File: config.mk
export PLATFORM = sky130hd
export DESIGN_NAME = chan_cond_reg
export DESIGN_NICKNAME = d
export VERILOG_FILES = /design/src/rtl/chan_cond_pkg.sv /design/src/rtl/chan_cond_flags.sv /design/src/rtl/chan_sync_bit.sv /design/src/rtl/chan_pin_mux.sv /design/src/rtl/chan_cond_reg.sv
export SDC_FILE = /design/constraint.sdc
export NUM_CORES = 1
export LEC_CHECK = 0
export ABC_CLOCK_PERIOD_IN_PS = 1620
export BUFFER_PORTS_ARGS = -buffer_cell sky130_fd_sc_hd__buf_2
export CORE_UTILIZATION = 35
export DETAILED_ROUTE_END_ITERATION = 8
export PLACE_DENSITY = 0.78
export SYNTH_ARGS = -nofsm -noshare
export SYNTH_HDL_FRONTEND = slang
export SYNTH_SLANG_ARGS = --single-unit
File: constraint.sdc
create_clock -name clk -period 1.62 [get_ports clk]
set_clock_uncertainty 0.15 [all_clocks]
set_input_delay 0.405 -clock clk [delete_from_list [all_inputs] [get_ports clk]]
set_output_delay 0.405 -clock clk [all_outputs]
set_load 0.01 [all_outputs]
File: src/rtl/chan_cond_pkg.sv
package chan_cond_pkg;
  localparam int CSR_W     = 32;
  localparam int N_COND    = 6;
  localparam int N_SYNC    = 2;
  localparam int SEL_W     = 3;
  localparam int SYNC_BASE = 2 * N_COND;            // 12
  localparam int SEL_LSB   = SYNC_BASE + 2 * N_SYNC; // 16
  localparam int RSVD_LSB  = SEL_LSB + SEL_W;        // 19

  localparam int C_SPLIT = 0;
  localparam int C_FRAME = 1;
  localparam int C_LAST  = 2;
  localparam int C_BLOCK = 3;
  localparam int C_RDROP = 4;
  localparam int C_WDROP = 5;

  localparam logic [N_COND-1:0] IEN_RST = N_COND'(1) << C_BLOCK;

  typedef enum logic [SEL_W-1:0] {
    PIN_LOW   = 3'd0,
    PIN_HIGH  = 3'd1,
    PIN_RSYNC = 3'd2,
    PIN_WSYNC = 3'd3,
    PIN_FRAME = 3'd4,
    PIN_BLOCK = 3'd5
  } pin_sel_e;

  function automatic logic pin_pick(logic [SEL_W-1:0] sel, logic rs, logic ws,
                                    logic fr, logic bl);
    logic v;
    case (sel)
      PIN_LOW:   v = 1'b0;
      PIN_HIGH:  v = 1'b1;
      PIN_RSYNC: v = rs;
      PIN_WSYNC: v = ws;
      PIN_FRAME: v = fr;
      PIN_BLOCK: v = bl;
      default:   v = 1'b0;
    endcase
    return v;
  endfunction

  function automatic logic irq_hit(logic [N_COND-1:0] f, logic [N_COND-1:0] e);
    return |(f & e);
  endfunction

  function automatic logic [CSR_W-1:0] pack_csr(logic [N_COND-1:0] f,
                                                logic [N_COND-1:0] e,
                                                logic [N_SYNC-1:0] st,
                                                logic [SEL_W-1:0] sel);
    logic [CSR_W-1:0] w;
    w = '0;
    for (int i = 0; i < N_COND; i++) begin
      w[2*i]   = f[i];
      w[2*i+1] = e[i];
    end
    for (int j = 0; j < N_SYNC; j++) begin
      w[SYNC_BASE+2*j] = st[j];
    end
    w[SEL_LSB +: SEL_W] = sel;
    return w;
  endfunction
endpackage

File: src/rtl/chan_cond_flags.sv
module chan_cond_flags
  import chan_cond_pkg::*;
#(
  parameter int N = N_COND,
  parameter logic [N-1:0] EN_RST = IEN_RST
) (
  input  logic         clk,
  input  logic         rst_n,
  input  logic         wr_en,
  input  logic [N-1:0] set_evt,
  input  logic [N-1:0] wr_cond,
  input  logic [N-1:0] wr_ien,
  output logic [N-1:0] flag_q,
  output logic [N-1:0] ien_q
);
  // software clear request per flag: a written zero
  logic [N-1:0] sw_clr;

  for (genvar k = 0; k < N; k++) begin : g_bit
    assign sw_clr[k] = wr_en & ~wr_cond[k];

    always_ff @(posedge clk) begin
      if (!rst_n) begin
        flag_q[k] <= 1'b0;
        ien_q[k]  <= EN_RST[k];
      end else begin
        if (set_evt[k])     flag_q[k] <= 1'b1;
        else if (sw_clr[k]) flag_q[k] <= 1'b0;
        if (wr_en)          ien_q[k]  <= wr_ien[k];
      end
    end

    // a pulse always leaves the flag set, even against a clear
    p_set_r2: assert property (@(posedge clk) disable iff (!rst_n)
      set_evt[k] |=> flag_q[k]);
    // no flag rises without an event, whatever software writes
    p_noset_r3: assert property (@(posedge clk) disable iff (!rst_n)
      (!set_evt[k] && !flag_q[k]) |=> !flag_q[k]);
    // a written zero clears when no event competes
    p_clear_r3: assert property (@(posedge clk) disable iff (!rst_n)
      (sw_clr[k] && !set_evt[k]) |=> !flag_q[k]);
  end
endmodule

File: src/rtl/chan_sync_bit.sv
module chan_sync_bit (
  input  logic clk,
  input  logic rst_n,
  input  logic evt,
  input  logic clr_wr,
  output logic status_q
);
  always_ff @(posedge clk) begin
    if (!rst_n)      status_q <= 1'b0;
    else if (evt)    status_q <= 1'b1;
    else if (clr_wr) status_q <= 1'b0;
  end

  // without event or clear the status holds
  p_hold_r6: assert property (@(posedge clk) disable iff (!rst_n)
    (!evt && !clr_wr) |=> status_q == $past(status_q));
  // write-one clear takes effect
  p_clr_r7: assert property (@(posedge clk) disable iff (!rst_n)
    (clr_wr && !evt) |=> !status_q);
  // event beats a simultaneous clear
  p_evt_r7: assert property (@(posedge clk) disable iff (!rst_n)
    evt |=> status_q);
endmodule

File: src/rtl/chan_pin_mux.sv
module chan_pin_mux
  import chan_cond_pkg::*;
(
  input  logic             clk,
  input  logic             rst_n,
  input  logic [SEL_W-1:0] sel,
  input  logic             rsync_st,
  input  logic             wsync_st,
  input  logic             frame_f,
  input  logic             block_f,
  output logic             pin
);
  assign pin = pin_pick(sel, rsync_st, wsync_st, frame_f, block_f);

  // unassigned codes hold the pin low
  p_rsvd_low_r9: assert property (@(posedge clk) disable iff (!rst_n)
    (sel[2] && sel[1]) |-> !pin);
  // code 001 drives high
  p_high_r8: assert property (@(posedge clk) disable iff (!rst_n)
    (sel == PIN_HIGH) |-> pin);
endmodule

File: src/rtl/chan_cond_reg.sv
module chan_cond_reg
  import chan_cond_pkg::*;
(
  input  logic              clk,
  input  logic              rst_n,
  input  logic              wr_en,
  input  logic [CSR_W-1:0]  wr_data,
  output logic [CSR_W-1:0]  rd_data,
  input  logic [N_COND-1:0] cond_evt,
  input  logic              rsync_evt,
  input  logic              wsync_evt,
  output logic              irq,
  output logic              pin_out
);
  logic [N_COND-1:0] wr_cond, wr_ien, flag_q, ien_q;
  logic [N_SYNC-1:0] sync_evt, sync_clr, sync_st;
  logic [SEL_W-1:0]  sel_q;
  logic              irq_q;
  logic              unused_wr;

  for (genvar k = 0; k < N_COND; k++) begin : g_split
    assign wr_cond[k] = wr_data[2*k];
    assign wr_ien[k]  = wr_data[2*k+1];
  end

  assign sync_evt = {wsync_evt, rsync_evt};

  chan_cond_flags #(.N(N_COND), .EN_RST(IEN_RST)) u_flags (
    .clk(clk), .rst_n(rst_n), .wr_en(wr_en), .set_evt(cond_evt),
    .wr_cond(wr_cond), .wr_ien(wr_ien), .flag_q(flag_q), .ien_q(ien_q)
  );

  for (genvar j = 0; j < N_SYNC; j++) begin : g_sync
    assign sync_clr[j] = wr_en & wr_data[SYNC_BASE+2*j+1];
    chan_sync_bit u_sync (
      .clk(clk), .rst_n(rst_n), .evt(sync_evt[j]),
      .clr_wr(sync_clr[j]), .status_q(sync_st[j])
    );
  end

  always_ff @(posedge clk) begin
    if (!rst_n) begin
      sel_q <= PIN_LOW;
      irq_q <= 1'b0;
    end else begin
      if (wr_en) sel_q <= wr_data[SEL_LSB +: SEL_W];
      irq_q <= irq_hit(flag_q, ien_q);
    end
  end

  chan_pin_mux u_pin (
    .clk(clk), .rst_n(rst_n), .sel(sel_q),
    .rsync_st(sync_st[0]), .wsync_st(sync_st[1]),
    .frame_f(flag_q[C_FRAME]), .block_f(flag_q[C_BLOCK]), .pin(pin_out)
  );

  assign rd_data   = pack_csr(flag_q, ien_q, sync_st, sel_q);
  assign irq       = irq_q;
  assign unused_wr = ^{wr_data[CSR_W-1:RSVD_LSB], wr_data[SYNC_BASE+2],
                       wr_data[SYNC_BASE]};

  // no enabled flag means the interrupt is low next cycle
  p_irq_low_r11: assert property (@(posedge clk) disable iff (!rst_n)
    ((flag_q & ien_q) == '0) |=> !irq);
  // an enabled flag raises the interrupt next cycle
  p_irq_high_r11: assert property (@(posedge clk) disable iff (!rst_n)
    ((flag_q & ien_q) != '0) |=> irq);
endmodule

# Word-level counts from Yosys, hierarchy flattened
# Cells that the tools add are included.
[totals] ff_bits=18 word_cells=62
[op_classes] n_eq_ne=5 mux=17 n_bitwise=15 reduce_logical=9
[op_table] cell="$mux 1" n=16
[op_table] cell="$reduce_bool 2->1" n=8
[op_table] cell="$and 1x1->1" n=8
[op_table] cell="$and 6x6->6" n=1
[op_table] cell="$eq 3x2->1 const B" n=2
[op_table] cell="$eq 3x3->1 const B" n=2
[op_table] cell="$not 1->1" n=6
[op_table] cell="$reduce_or 6->1" n=1
[op_table] cell="$pmux 1 s5" n=1
[op_table] cell="$eq 3x1->1 const B" n=1

# Longest topological paths before layout
[depth] depth_word=4 ltp_mapped=5 mapped_depth_nobuf=3

# Modules after synthesis
# Synthesis repeated with hierarchy kept, for this count alone.
[hier_totals] hier_cells=89 hier_area_um2=885.8
[by_module_without_submodules] mod="chan_cond_flags" n_inst=1 cells_each=44 area_per_inst_um2=478.0 seq_area_each_um2=240.2
[by_module_without_submodules] mod="chan_cond_reg" n_inst=1 cells_each=33 area_per_inst_um2=285.3 seq_area_each_um2=80.1
[by_module_without_submodules] mod="chan_sync_bit" n_inst=2 cells_each=3 area_per_inst_um2=41.3 seq_area_each_um2=20.0
[by_module_without_submodules] mod="chan_pin_mux" n_inst=1 cells_each=6 area_per_inst_um2=40.0 seq_area_each_um2=0.0

# Worst setup path after synthesis
# Ideal clock, no wire load.
[synth_path] path_type="register -> output" from="reg sel_q[2]" to="out pin_out" arrival_ns=0.923 required_time_ns=1.065 slack_ns=0.142 path_stages_with_launch=4 n_path_buf=0 cell_sequence="dfxtp_1 > and3b_1 > a311oi_1 > a21oi_1"
[synth_via] elab_chain_cells=2 word_cells_on_any_way=6
[synth_rtl] item="from (decl)" line="chan_cond_reg.sv:17" source="logic [SEL_W-1:0] sel_q;"
[synth_rtl] item="from (signal assigned)" line="chan_cond_reg.sv:46" source="if (wr_en) sel_q <= wr_data[SEL_LSB +: SEL_W];"
[synth_rtl] item="$eq 3x3->1 (tied with other cells)" line="chan_cond_pkg.sv:31" source="case (sel)"
[synth_rtl] item="$pmux 1 s5 (*)" line="chan_cond_pkg.sv:31"
[synth_rtl] item="to (decl)" line="chan_cond_reg.sv:13" source="output logic pin_out"
# Every way passes the cells marked *; elsewhere a longest branch is shown, timed or not.

# Final worst setup path
# Ends and elaborated chain as after synthesis.

==> summary.md <==
| Metric | Value |
|---|---|
| Switching pwr | `252 uW` |
| Signal arrival time at the worst endpoint | `1270 ps` |
| Library cell occupying the most area in the post-synthesis netlist | `sky130_fd_sc_hd__dfxtp_1` |
| Number of placed I/O pins | `77` |
| Number of cells on the worst hold path | `2` |
| CP max FO | `4` |
| Multi-input gate area | `between 300 and 400 um2` |
| H-tree level count | `1` |
| Violation count after the first detailed-routing iteration | `5` |
| Growth of design area from synthesis to finish | `25.1%` |
| Number of cells on the worst reg-to-reg path | `3` |
| Number of placement rows | `17` |
| Die extent in x | `51.2 um` |
| Total count of hold-check failures in the final report | `0` |
| Kind of end point of the critical path | `output port` |
| Sort of element at the start of the critical path | `flip-flop` |
| Clk slew on worst S/H paths | `between 100 and 150 ps` |
| Number of cells produced by synthesis | `95` |
| Shortest period the worst path allows | `1830 ps` |
| Worst hold path startpoint | `rst_n` |
| Detailed-route via count | `756` |
| Avg Cell Area, Syn | `8.92 um2` |
| Static leakage | `0.569 nW` |
| Global-route wire length before repair | `2830 um` |
| Number of global-route vias before repair | `684` |
| IO buf count | `46` |
| Worst hold path endpoint | `u_flags.ien_q[3]` |
| Worst setup slack after layout | `-208 ps` |
| Int Power | `689 uW` |
| Register cell area after layout | `364 um2` |
| Vias per Instance | `4.53` |
| Root Buffer Master | `sky130_fd_sc_hd__clkbuf_4` |
| Setup repair after global routing missed its margin | `true` |
| Clock Latency Late Sink | `290 ps` |
| Cell area after technology mapping | `847 um2` |
| Power share of the clock group | `29.3%` |
| Combinational group share of total power | `roughly 18%` |
| Sw Share | `26.8%` |
| Post-cts hold buffer count | `0` |
| Top-area cell type share of the netlist area | `about 43%` |
| Number of iterations in the first detailed-routing pass | `4` |
| Flop and latch count out of synthesis | `18` |
| Final setup violating endpoints | `1` |
| Destination of the worst register-to-register timing path | `sel_q[2]` |
| Place WS | `-7.76 ps` |
| Period utilisation layout | `113%` |
| TritonCTS clock tree | `done` |
| Pins Over Slew Limit | `0` |
| Maximum clock frequency | `547 MHz` |
| Maximum number of pins on one net before global-route repair | `18` |
| Aggregate negative setup slack | `-208 ps` |
| Area of the die | `between 2000 and 3000 um2` |
| Hold Crit Class | `input pin to flip-flop` |
| Aggregate global-route resource usage | `14.8%` |
| Classification of the worst setup path | `flip-flop to output port` |
| Remaining global-route overflow | `0` |
| Share of the yosys chip area belonging to registers | `between 40% and 50%` |
| Per-cell routed wire length | `10.8 um` |
| DP Wirelength | `1420 um` |
| Residual DRC count | `0` |
| Ant. Diodes | `0` |
| Number of warnings issued by yosys | `0` |
| Data required time at the worst endpoint | `1060 ps` |
| Ranking of synthesized cells by area | `sky130_fd_sc_hd__dfxtp_1, sky130_fd_sc_hd__buf_4, sky130_fd_sc_hd__mux2i_1` |
| Areal power density over the cells | `888 nW/um2` |
| Worst-case clock buffer depth | `2` |
| Number of clock sinks seen by CTS | `18` |
| R2R Setup Slk | `670 ps` |
| Remaining antenna violation count after routing | `0` |
| Antenna violations before repair | `0` |
| Max-cap violation count | `0` |
| Worst hold slack | `141 ps` |
| Core ar. | `2250 um2` |
| Layout filler cell count | `238` |
| Die height | `51.2 um` |
| Final estimated routing congestion in global placement | `between 0.7 and 0.8` |
| Inserted Clock Buffers | `3` |
| Initial core utilization | `37.6%` |
| Wirelength, routed | `1800 um` |
| Final Net Count | `183` |
| Status | `finished, violations left` |
| Violated checks | `setup timing` |
| Fraction of power consumed by sequential logic | `approximately 53%` |
| Startpoint of the worst register-to-register path | `sel_q[2]` |
| Share of final-layout standard cells stronger than drive strength 1 | `about two fifths` |
| VDD IR max | `0.595 mV` |
| Synth unique cells | `18` |
==> how the worst max path moves through the flow <==
stage | from | end | slack, ps
2_1_floorplan | sel_q[2] | pin_out | 140
3_3_place_gp | sel_q[2] | pin_out | 80
3_5_place_dp | sel_q[2] | pin_out | -8
4_1_cts | sel_q[2] | pin_out | -200
5_1_grt | sel_q[2] | pin_out | -280
6_report | sel_q[2] | pin_out | -210
==> power by group through the flow <==
stage | clock network (mW) | logic [mW] | registers, mW
after CTS | 0.282 | 0.170 | 0.494
after global routing | 0.313 | 0.190 | 0.501
final | 0.275 | 0.170 | 0.496
after floorplan | 0 | 0.121 | 0.513
after detailed placement | 0 | 0.167 | 0.506
after global placement | 0 | 0.161 | 0.504
==> critical path, cell delays in order, from the launching register on <==
cell	delay, ps
sky130_fd_sc_hd__dfxtp_4	380
sky130_fd_sc_hd__and3b_1	190
sky130_fd_sc_hd__a311oi_2	200
sky130_fd_sc_hd__a21oi_1	60
sky130_fd_sc_hd__buf_2	150
==> registers in the layout, summed over array words and instances (netlist names) <==
signal / flops
u_flags.flag_q: 6
irq: 1
u_flags.ien_q: 6
sel_q: 3
g_sync.u_sync.status_q: 2
==> timing repair <==
item                                    in CTS  in global routing
endpoints found under the setup margin       1                  1
pin swaps                                    1                  0
gates resized for setup                      2                  1
buffers inserted                             1                  0
==> cells by family after synthesis <==
logic type             share of synthesized area, %
DFF                                            42.5
buffers and inverters                          21.0
and+or+nand+nor                                14.9
muxes                                          10.6
AOI/OAI and AO/OA                              10.5
other                                         0.443
==> cell usage in the layout (no fill, tap or decap), types with 2 or more instances in the layout <==
master                     netlist  routed
sky130_fd_sc_hd__a21oi_1         9       9
sky130_fd_sc_hd__a22oi_1         3       3
sky130_fd_sc_hd__buf_2           1      46
sky130_fd_sc_hd__buf_4          20       2
sky130_fd_sc_hd__clkbuf_4        0       3
sky130_fd_sc_hd__conb_1          1      15
sky130_fd_sc_hd__dfxtp_1        18      17
sky130_fd_sc_hd__inv_1           2       2
sky130_fd_sc_hd__mux2i_1         9       9
sky130_fd_sc_hd__nand2_1         3       3
sky130_fd_sc_hd__nand2b_1        6       6
sky130_fd_sc_hd__nor2_1         16      16
==> Yosys cell counts, drive strengths merged <==
cell / instances
and2b: 1
mux2i: 9
conb: 1
inv: 2
dfxtp: 18
o22ai: 1
a311oi: 1
nand2b: 6
a31oi: 1
a22oi: 3
and3b: 1
a21oi: 9
nand2: 3
clkinv: 1
buf: 22
nor2: 16
==> layer usage <==
| layer | track usage, % | share of wire [%] | up-vias |
|---|---|---|---|
| li1 | - | - | 369 |
| met1 | 16.1 | 45 | 348 |
| met2 | 27.2 | 50 | 39 |
| met3 | 3.57 | 5.3 | 0 |
| met4 | 5.56 | 0 | 0 |
| met5 | 0 | 0 | - |
==> final cells by class <==
cell class	instances	area share, %
repair buffers	48	23.1
multi-input cells	66	34.7
clock buffers	4	3.42
inverters	3	1.06
flip-flops and latches	18	34.4
well taps	28	3.31
==> through the flow <==
stage | utilization, % | cells | area, um2 | total power, mW
2_1_floorplan | - | 109 | 900 | 0.634
3_3_place_gp | 44.6 | 162 | 1010 | 0.665
3_5_place_dp | 44.6 | 162 | 1010 | 0.673
4_1_cts | 46.7 | 167 | 1050 | 0.947
5_1_grt | 47.0 | 167 | 1060 | 1.00
6_report | 47.0 | 167 | 1060 | 0.941
(Power assumes the default switching activity.)
